<file path="config.mk">
export PLATFORM = sky130hd
export DESIGN_NAME = frac_strobe_gen
export DESIGN_NICKNAME = d
export VERILOG_FILES = /design/src/rtl/frac_strobe_gen.sv
export SDC_FILE = /design/constraint.sdc
export NUM_CORES = 1
export LEC_CHECK = 0
export CORE_MARGIN = 2
export CORE_UTILIZATION = 40
export CTS_BUF_LIST = sky130_fd_sc_hd__clkbuf_8
export DETAILED_ROUTE_END_ITERATION = 16
export HOLD_SLACK_MARGIN = 0.08
export MAX_ROUTING_LAYER = met4
export PLACE_DENSITY = 0.65
export RECOVER_POWER = 100
export SKIP_LAST_GASP = 1
export SLEW_MARGIN = 20
export SYNTH_ARGS = -nofsm -noshare
export SYNTH_HDL_FRONTEND = slang
export SYNTH_SLANG_ARGS = --single-unit
export TNS_END_PERCENT = 100
</file>
<file path="constraint.sdc">
create_clock -name clk -period 5.2 [get_ports clk]
set_clock_uncertainty 0.05 [all_clocks]
set_input_delay 1.04 -clock clk [delete_from_list [all_inputs] [get_ports clk]]
set_output_delay 1.04 -clock clk [all_outputs]
set_load 0.01 [all_outputs]
</file>
<file path="src/rtl/frac_strobe_gen.sv">
module frac_strobe_gen #(
  parameter int NUM_W = 24,
  parameter int DEN_W = 8,
  localparam int CFG_W = NUM_W + DEN_W
) (
  input  logic             clk,
  input  logic             rst_n,
  input  logic             cfg_wr,
  input  logic [CFG_W-1:0] cfg_wdata,
  output logic [CFG_W-1:0] cfg_rdata,
  output logic             strobe
);

  logic [CFG_W-1:0] cfg_q;
  logic [NUM_W-1:0] acc;
  logic             strobe_q;
  logic [NUM_W-1:0] num;
  logic [DEN_W:0]   den;
  logic [NUM_W:0]   sum;
  logic [NUM_W:0]   num_x;
  logic             valid;
  logic             hit;

  assign num   = cfg_q[CFG_W-1:DEN_W];
  assign den   = (DEN_W+1)'(cfg_q[DEN_W-1:0]) + (DEN_W+1)'(1);
  assign num_x = {1'b0, num};
  assign sum   = {1'b0, acc} + (NUM_W+1)'(den);
  assign valid = (num != '0) && (num_x >= (NUM_W+1)'(den));
  assign hit   = valid && (sum >= num_x);

  always_ff @(posedge clk) begin
    if (!rst_n) begin
      cfg_q    <= '0;
      acc      <= '0;
      strobe_q <= 1'b0;
    end else if (cfg_wr) begin
      cfg_q    <= cfg_wdata;
      acc      <= '0;
      strobe_q <= 1'b0;
    end else if (!valid) begin
      acc      <= '0;
      strobe_q <= 1'b0;
    end else if (hit) begin
      acc      <= NUM_W'(sum - num_x);
      strobe_q <= 1'b1;
    end else begin
      acc      <= sum[NUM_W-1:0];
      strobe_q <= 1'b0;
    end
  end

  assign cfg_rdata = cfg_q;
  assign strobe    = strobe_q;

  a_r5_write_quiets: assert property (@(posedge clk) disable iff (!rst_n)
    cfg_wr |=> !strobe);

  a_r6_zero_num_idle: assert property (@(posedge clk) disable iff (!rst_n)
    (!cfg_wr && num == '0) |=> !strobe);

  a_r7_small_num_idle: assert property (@(posedge clk) disable iff (!rst_n)
    (!cfg_wr && num_x < (NUM_W+1)'(den)) |=> !strobe);

  a_r8_full_rate: assert property (@(posedge clk) disable iff (!rst_n)
    (!cfg_wr && num_x == (NUM_W+1)'(den)) |=> strobe);

  a_r9_no_back_to_back: assert property (@(posedge clk) disable iff (!rst_n)
    (!cfg_wr && strobe && valid && ((NUM_W+2)'(den) * 2 <= (NUM_W+2)'(num))) |=> !strobe);

  a_r3_acc_bounded: assert property (@(posedge clk) disable iff (!rst_n)
    valid |-> (acc < num));

endmodule

</file>
## Word level (Yosys, flattened, before mapping)

Cells that the tools add are included.

| cells by class | value |
|---|---|
| $add $sub $neg | 3 |
| $lt $le $gt $ge | 2 |
| muxes and demuxes | 2 |
| bitwise operators | 2 |
| reduce and logical (&&, ||, !) cells | 4 |

Operators with widths:

| operator | count |
|---|---|
| $add A24 B9 Y25 | 1 |
| $ge A25 B24 Y1 | 1 |
| $ge A24 B9 Y1 | 1 |
| $mux W24 | 1 |
| $reduce_bool A24 Y1 | 1 |
| $sub A24 B24 Y24 | 1 |
| $add A8 B1 Y9 const B | 1 |
| $reduce_or A3 Y1 | 1 |
| $logic_and A1 B1 Y1 | 2 |
| $not A1 Y1 | 2 |
| $mux W1 | 1 |

| word-level totals | value |
|---|---|
| register bits | 57 |
| bits of input ports | 35 |
| output and inout bits | 33 |
| word-level logic and storage cells | 16 |

## Logic depth before layout (Yosys ltp)

Gate-level depths: netlist (run 1).

| depth | value |
|---|---|
| word-level depth | 5 |
| depth in mapped cells | 22 |
| gate-level depth less buffers | 20 |

## Least setup slack after synthesis (run 1)

No wires, ideal clock.

| timing path | value |
|---|---|
| kind | reg2reg |
| start | register cfg_q[0], in the netlist cfg_rdata[0] |
| end | register acc[17] |
| setup time | 0.134 ns |
| arrival time | 4.335 ns |
| required time | 5.016 ns |
| setup slack | 0.681 ns |
| cell stages (with the launch flop) | 22 |
| buffers on the path | 2 |
| period minus slack after synthesis | 4.519 ns |
| cell sequence | dfxtp_1 > ha_1 > nand3_1 > nor2_1 > xor2_1 > ha_1 > nand2_1 > o21ai_0 > a311oi_1 > nor4b_1 > xor2_1 > ha_1 > and3_1 > nand2_1 > nor3_1 > nor3_1 > a21oi_2 > or4_1 > buf_6 > buf_8 > a21oi_2 > a211oi_1 |

| between the ends | value |
|---|---|
| longest elaborated chain between the ends | 5 |
| elaborated cells between the ends (all ways) | 10 |
| classes of those cells | add/sub: 3; order compare: 2; mux: 1; bitwise: 1; reduce/logical: 3 |

RTL lines:

| what | RTL line | text |
|---|---|---|
| start: declaration | 14 | `logic [CFG_W-1:0] cfg_q;` |
| start signal: assignment | 37 | `cfg_q <= cfg_wdata;` |
| $add A8 B1 Y9 (*) | 25 | `assign den = (DEN_W+1)'(cfg_q[DEN_W-1:0]) + (DEN_W+1)'(1);` |
| $add A24 B9 Y25 or $ge A24 B9 Y1 (tied branches) | 27, 28 |  |
| $ge A25 B24 Y1 or $logic_and A1 B1 Y1 (tied branches) | 29, 28 |  |
| $logic_and A1 B1 Y1 or $not A1 Y1 (tied branches) | -- |  |
| $mux W24 or $reduce_or A3 Y1 (tied branches) | -- |  |
| end signal: assignment | 44 | `acc <= NUM_W'(sum - num_x);` |
| end signal: assignment | 47 | `acc <= sum[NUM_W-1:0];` |
| end: declaration | 15 | `logic [NUM_W-1:0] acc;` |

Mark *: on every way between the ends. The rest lies on a longest branch, timed or not.
A chain may end at the register's enable or synchronous reset.

## Final worst setup path (run 1)

| timing path | value |
|---|---|
| start | register cfg_q[1], in the netlist cfg_rdata[1] |
| end | register acc[23] |

The elaborated chain is that of the path after synthesis.

==> summary by stage, run 1 <==
Status
The run finished with clean final reports.

Floorplanning
Measured along the y axis, the die boundary spans 111 um. The starting density of the core is 40.8%. The area of the placeable core is 11300 sq um. The number of standard-cell rows in the floorplan is 39. From left edge to right edge, the die measures 111 um.

The count of pins on the block boundary is 68. The die covers 12400 sq um.

Detailed routing
The number of antenna-violating nets in the routed design is 0. In the routed design, unresolved DRC markers number 0. For this block, the routed nets add up to 12900 um of wire. The detailed-route vias per instance is 5.49. The detailed-route via count is 4341.

The pre-antenna-repair detailed-routing pass consisted of 5 iterations. The routed wire length per instance is 16.3 um. The iteration-0 DRC count of the detailed router is 284.

Logic synthesis
The main flop type after synthesis is sky130_fd_sc_hd__dfxtp_1. Yosys mapped a number of flops with a built-in enable equal to 0. Synthesis inferred 57 register bits.

The sequential share of the synthesized area is 24.7%. The mapped netlist covers 4610 sq um. The number of nets handed over by synthesis was 644.

The async set or reset register ratio after synthesis is 0%. The synthesized instance count is 563. The synthesized netlist contains 63 unique library cells. The number of warnings reported in the yosys synthesis log is 0. The average instance in the mapped netlist occupies 8.20 sq um.

Critical path
On the critical path, the stage with the largest delay is an instance of sky130_fd_sc_hd__or4_1. STA classifies the critical path startpoint as a register. The start-to-end type of the worst setup path is register to register. The data arrival at the endpoint of the critical path is 5.07 ns. The signal on the critical path passes through ha_1 > xor2_1 > ha_1 > nor2b_4 > o31ai_4 > a211oi_2 > o21ai_1 > a21oi_1 > xor2_1 > ha_1 > a21o_1 > a21o_1 > o311ai_2 > a21oi_2 > or4_1 > buf_4 > nand3_1 > o21ai_0. The sort of element at the end of the critical path is a register. The startpoint of the worst register-to-register path is cfg_rdata[1]. In this run the register-to-register setup slack is 0.29 ns. For this run, the slowest stage of the critical path takes 0.46 ns. The endpoint identified for the worst register-to-register timing path is acc[23]. The largest driver fanout on the critical path is 18. STA puts the critical path data required time at 5.36 ns. The start point of the critical path is cfg_rdata[1].

The cell repeated most along the worst path is sky130_fd_sc_hd__ha_1. The worst reg2reg path depth is 18.

Cells and area
Summing all non-filler instances in the final layout gives an area of 5800 sq um. The non-filler instance count after layout is 791. The number of antenna cells inserted is 0.

The final layout contains 724 nets. Registers take 1140 sq um. The area taken by multi-input logic gates is 3250 sq um.

Cells with a size suffix above 1 make up 10.0% of the layout. Fill cells in the final layout number 1080. Compared with the post-synthesis result, the final layout area differs by 25.6%. At the end of the flow the core is filled with cells to 51.2%.

Timing
The max-slew headroom at the worst pin is 14.5%. After layout, the minimum clock period comes to 4.91 ns. For the final routed database, the setup TNS stands at 0 ns. Derived from the worst setup path, the maximum achievable clock frequency is 204 MHz.

The number of slew-limit violations in the final report is 0. The setup-violating endpoint count in the final report is 0. The share of the cycle needed by the critical path after routing is 94.4%. The slew at the pin closest to its max-slew limit is 1.28 ns.

The hold violation count in the final report is 0.

Global routing
In the global route stage, met2 resource usage came out at 32.0%. The number of global-route vias before repair came to 4145. met2 is the most crowded layer.

The all-layer global routing usage is 21.4%. The met3 usage is 3.92%. The maximum number of pins on one net before global-route repair is 35. The initial antenna violation count is 0. After global routing the overflow that remains totals 0. The global-route wire length before repair is 20900 um. Global routing used 29.9% of the available met1 tracks.

Power
The total design power is 2.57 mW. VDD sags by at most 0.167 mV. The total power per unit cell area is 444 nW/um^2. The leakage power is 2.53 nW.

Clock network
The register clock-pin slew on the reported worst setup and hold paths is 0.08 ns. The number of clock sinks is 57. The tree is rooted in a sky130_fd_sc_hd__clkbuf_8. The CTS tree is done. The CTS H-tree depth is 3.

The clock insertion delay at the later pin of the skew report is 0.36 ns. The number of buffers between clock root and the deepest sink is 2. Counting the buffers created by CTS gives 9.

Min path
The worst hold path class is register to register. The worst hold path was traced through 2 stages. For hold timing, the worst endpoint is cfg_rdata[26]. The startpoint identified for the worst hold timing path is cfg_rdata[26].

Placement
The cell count after placement is 770. The cell area reported after detailed placement is 5480 sq um. Port buffering added 67 buffers. Detailed placement finished with a half-perimeter wire length of 10100 um. The routability congestion estimate is 0.936.

Job
Across the run, the number of max-cap violations was 0.
## worst max-delay path: cells and delay by family (launching register included)
| family | cells | cell delay [ns] |
|---|---|---|
| compound gates | 9 | 1.75 |
| fa+ha+maj | 3 | 0.90 |
| simple gates | 3 | 0.80 |
| xor+xnor | 2 | 0.64 |
| flops | 1 | 0.40 |
| buf+inv | 1 | 0.22 |
## cell type report
cell class / count / share of cell area [%]
sequential: 57 / 19.7
inverter: 50 / 3.24
clock inverter: 5 / 1.34
timing repair buffer: 87 / 14.0
clock buffer: 11 / 2.61
multi-input combinational: 438 / 56.0
tap: 143 / 3.09
## synthesized netlist by cell type (6+ instances only)
library cell	number	share of area, %
sky130_fd_sc_hd__o21a_1	7	1.1
sky130_fd_sc_hd__nor2b_1	35	4.7
sky130_fd_sc_hd__a21o_1	14	2.3
sky130_fd_sc_hd__dfxtp_1	57	25
sky130_fd_sc_hd__xnor2_1	22	4.2
sky130_fd_sc_hd__a21oi_2	8	1.5
sky130_fd_sc_hd__nand3_1	20	2.2
sky130_fd_sc_hd__a211oi_1	12	2.0
sky130_fd_sc_hd__a21oi_1	49	5.3
sky130_fd_sc_hd__o21ai_0	33	3.6
sky130_fd_sc_hd__ha_1	44	12
sky130_fd_sc_hd__clkbuf_1	11	0.89
sky130_fd_sc_hd__nand4_1	6	0.81
sky130_fd_sc_hd__nor2_1	21	1.7
sky130_fd_sc_hd__xor2_1	20	3.8
sky130_fd_sc_hd__a21boi_0	6	0.98
sky130_fd_sc_hd__nor3_1	11	1.2
sky130_fd_sc_hd__nand2_1	31	2.5
sky130_fd_sc_hd__mux2i_1	32	6.9
sky130_fd_sc_hd__inv_1	50	4.1
## routing by layer
layer | wire, um | vias to the layer above
li1 | - | 2178
met1 | 6260 | 2012
met2 | 5680 | 138
met3 | 753 | 13
met4 | 167 | 0
met5 | 0 | -
## registers in the layout (all words and copies together) (netlist names)
name       cells
acc           24
cfg_rdata     32
strobe         1
## how the worst max path moves through the flow
stage	to	slack (ns)	depth (start not counted)
after floorplan	acc[17]	0.68	21
after CTS	acc[23]	0.1	19
final	acc[23]	0.29	18
after global placement	acc[23]	0.24	19
after detailed placement	acc[23]	0.14	19
after global routing	acc[7]	-0.02	21
## cells in the final DEF, fill, tap and decap left out, types with 31 or more instances in the layout
| cell | synthesis | routed |
|---|---|---|
| sky130_fd_sc_hd__clkdlybuf4s50_1 | 0 | 32 |
| sky130_fd_sc_hd__nor2b_1 | 35 | 35 |
| sky130_fd_sc_hd__nand2_1 | 31 | 31 |
| sky130_fd_sc_hd__mux2i_1 | 32 | 32 |
| sky130_fd_sc_hd__ha_1 | 44 | 42 |
| sky130_fd_sc_hd__o21ai_0 | 33 | 31 |
| sky130_fd_sc_hd__dlygate4sd3_1 | 0 | 34 |
| sky130_fd_sc_hd__a21oi_1 | 49 | 52 |
| sky130_fd_sc_hd__dfxtp_1 | 57 | 56 |
| sky130_fd_sc_hd__inv_1 | 50 | 50 |
## report_power, final
group / total [mW] / switching [mW] / internal (mW)
logic: 1.54 / 0.880 / 0.664
registers: 0.546 / 0.0457 / 0.500
clock network: 0.484 / 0.190 / 0.294
total: 2.57 / 1.12 / 1.46
## through the flow
stage	setup slack (ns)	hold WS (ns)
global route	-0.0157	0.543
finish	0.289	0.508
detailed placement	0.141	0.503
CTS	0.0985	0.513
global placement	0.236	0.493
floorplan	0.681	0.511
## timing repair
action | 4_1_cts | 5_1_grt
buffers inserted | 0 | 5
resized for setup | 0 | 17
hold buffers | 0 | 0
setup endpoints to repair | 0 | 25
## cell families (layout without fill, tap and decap cells)
group	count (synthesis)	count (layout)	synth area share (%)
AOI/OAI and AO/OA	159	159	22.6
xor gates and xnor gates	42	42	7.97
adders and majority gates	46	46	12.8
buffers and inverters	68	153	5.99
DFF	57	57	24.7
muxes	32	32	6.94
and+or+nand+nor	159	159	19.0
Note: power is estimated with default switching activity, not from simulation.
==> inputs of run 2 (changes only) <==
==> constraint.sdc (replaced) <==
create_clock -name clk -period 4.9 [get_ports clk]
set_clock_uncertainty 0.05 [all_clocks]
set_input_delay 0.98 -clock clk [delete_from_list [all_inputs] [get_ports clk]]
set_output_delay 0.98 -clock clk [all_outputs]
set_load 0.01 [all_outputs]
==> run 2 against run 1 <==
  * The flow now finishes with violations (max-capacitance violations, max-slew violations)
  * Register-to-register slack got worse by 0.12 ns
  * Fmax up 3.8%
  * Sequential power rose by 5.7%
  * Non-clock buffer count rose by 16
  * Sequential share of layout area down 0.61 points
  * Die area unchanged
  * Via count is 1.1% higher
  * Setup slack got worse by 0.12 ns
  * Global-route usage grew 0.24 points
  * Largest cell class unchanged
  * Highest routed layer unchanged
==> summary by stage, run 2 (synthesis results as in run 1) <==
Floorplanning
The floorplan has 39 rows. The die is 111 um tall. The starting density of the core is 40.8%. The width of the chip is 111 um. The total die area is 12400 sq um.

The area of the placeable core is 11300 sq um. The count of pins on the block boundary is 68.

Critical path
STA classifies the critical path startpoint as a register. Tracing the worst setup path back leads to its startpoint at cfg_rdata[0]. In this design, the stage delay of the slowest critical-path cell is 0.45 ns. Along the worst path, the maximum fanout reaches 12. The data required time of the worst path is 5.08 ns. The start-to-end type of the worst setup path is register to register. Traced cell by cell, the critical path runs through ha_2 > nand3_2 > nor2_4 > xor2_2 > ha_1 > a21oi_2 > o211ai_1 > a311oi_2 > nor4b_2 > xor2_1 > ha_1 > and3_1 > nand2_1 > nor3_1 > nor3_1 > a21oi_2 > nor4_4 > nor2_1 > buf_12 > a311oi_1.

The worst setup path is captured at a register. The data arrival at the endpoint of the critical path is 4.91 ns. The startpoint of the worst register-to-register path is cfg_rdata[0]. The critical-path cell with the highest stage delay is sky130_fd_sc_hd__a311oi_2.

Status
The run finished, with violations left. The final reports fail on max-capacitance violations, max-slew violations.

Global routing
The initial antenna violation count is 0. The first global-routing pass estimated 21100 um of wire. The number of global-route vias before repair came to 4250. The maximum number of pins on one net before global-route repair is 35. The total global routing overflow is 0. The all-layer global routing usage is 21.7%.

Clock network
The clock insertion delay at the later pin of the skew report is 0.35 ns. The number of buffers inserted during clock tree synthesis is 9. The clock net in this run drives a total of 57 sinks.

The register clock-pin slew on the reported worst setup and hold paths is 0.06 ns. The hold buffer count at cts is 0. Clock tree synthesis selected as its root buffer the cell sky130_fd_sc_hd__clkbuf_8. The CTS tree is done. The number of buffers between clock root and the deepest sink is 2.

The clock tree synthesis step divided the H-tree into 3 levels.

Detailed routing
The iteration-0 DRC count of the detailed router is 227. Detailed routing inserted a total of 4390 vias. Before antenna repair, the detailed router went through 5 iterations. Using the TritonRoute via totals, the vias-per-cell ratio works out to 5.44. After detailed routing, the number of remaining DRC violations is 0. The number of antenna-violating nets in the routed design is 0. The routed wire length per instance is 16.3 um. Wires add up to 13100 um.

Timing
The time the worst path needs with I/O delays and setup is 4.73 ns. The slew at the pin closest to its max-slew limit is 2.42 ns. Timing would allow up to 211 MHz. For the final routed database, the setup TNS stands at 0 ns.

The number of slew-limit violations in the final report came to 35. Setup violations remaining at the end of the flow were counted as 0. The share of the cycle needed by the critical path after routing is 96.6%. The worst slack on hold paths is 0.500 ns.

The hold violation count in the final report is 0. The max-slew headroom at the worst pin is -61.5%.

Cells and area
Leaving out fill and tap cells, the most frequent cell in the layout is sky130_fd_sc_hd__dfxtp_1. The number of antenna cells inserted is 0. In the layout the commonest cells are sky130_fd_sc_hd__dfxtp_1 (54), sky130_fd_sc_hd__inv_1 (50), sky130_fd_sc_hd__a21oi_1 (43). For this run, the post-layout net count is 740. From synthesis to final layout, the design area changed by 30.2%.

The flip-flop count of the largest register after layout is 32. The fraction of final layout cells sized beyond drive strength 1 is 14.8%.

Placement
The routability congestion estimate is 0.899. Detailed placement finished with a half-perimeter wire length of 10100 um. Port buffering added 67 buffers.

Job
The number of violations of the max-capacitance limit is 1.

Power
The total power per unit cell area is 471 nW/um^2. IR analysis of the VDD net gives a maximum drop of 0.186 mV. Summed over all cells, the static leakage comes to 2.62 nW.

Min path
The worst hold path class is register to register. In this run the most critical hold path is launched from cfg_rdata[20].
==> run 2: per-layer routing <==
metal  track usage (%)  part of all wire [%]  up-vias
li1                  -                     -     2202
met1              30.8                    51     2049
met2              32.2                    44      125
met3              3.65                   4.4       14
met4              5.35                   1.2        0
met5                 -                     0        -
==> run 2: timing repair <==
item	in CTS	in global routing
setup endpoints to repair	21	25
gates resized for setup	3	31
buffers inserted	3	8
pin swaps	4	16
==> run 2: power breakdown <==
part	internal [mW]	switching, mW	leakage [nW]	total, mW
logic	0.770	0.972	2.04	1.74
registers	0.531	0.0457	0.469	0.577
clock network	0.312	0.197	0.115	0.509
==> run 2: critical path: cells and delay by family, from the launching register on <==
family	cells	cell delay, ns
xor gates and xnor gates	2	0.44
adders and majority gates	3	0.78
AOI/OAI and AO/OA	5	1.22
and+or+nand+nor	9	1.57
DFF	1	0.36
buffers and inverters	1	0.18
==> run 2: through the flow <==
| stage | area, sq um | setup WS, ns | total power, mW | std cells | utilization [%] |
|---|---|---|---|---|---|
| 5_1_grt | 6010 | -0.0776 | 3.04 | 807 | 53.1 |
| 4_1_cts | 5830 | 0.0241 | 2.75 | 799 | 51.5 |
| 3_3_place_gp | 5570 | 0.00562 | 2.21 | 780 | 49.2 |
| 2_1_floorplan | 4610 | 0.381 | 1.77 | 563 | - |
| 6_report | 6010 | 0.168 | 2.83 | 807 | 53.1 |
| 3_5_place_dp | 5570 | -0.128 | 2.22 | 780 | 49.2 |
==> run 2: final cells by class <==
type                       count  area [sq um]
multi-input combinational    438          3320
fill                        1080          5310
clock inverter                 5          77.6
inverter                      50           188
clock buffer                  11           151
sequential                    57          1150
tap                          143           179
timing repair buffer         103           941
==> run 2: worst paths after layout <==
kind | slack (ns) | endpoint | cells after the start
setup / recovery | 0.17 | acc[20] | 20
hold / removal | 0.50 | cfg_rdata[20] | 2
setup reg to reg | 0.17 | acc[20] | 20
hold reg to reg | 0.50 | cfg_rdata[20] | 2
==> inputs of run 3 (changes only) <==
--- a/config.mk
+++ b/config.mk
@@ -14,7 +14,6 @@
 export PLACE_DENSITY = 0.65
 export RECOVER_POWER = 100
 export SKIP_LAST_GASP = 1
-export SLEW_MARGIN = 20
 export SYNTH_ARGS = -nofsm -noshare
 export SYNTH_HDL_FRONTEND = slang
 export SYNTH_SLANG_ARGS = --single-unit
==> results of run 3 <==
Final layout, timing and power as in run 2 (identical DEF).
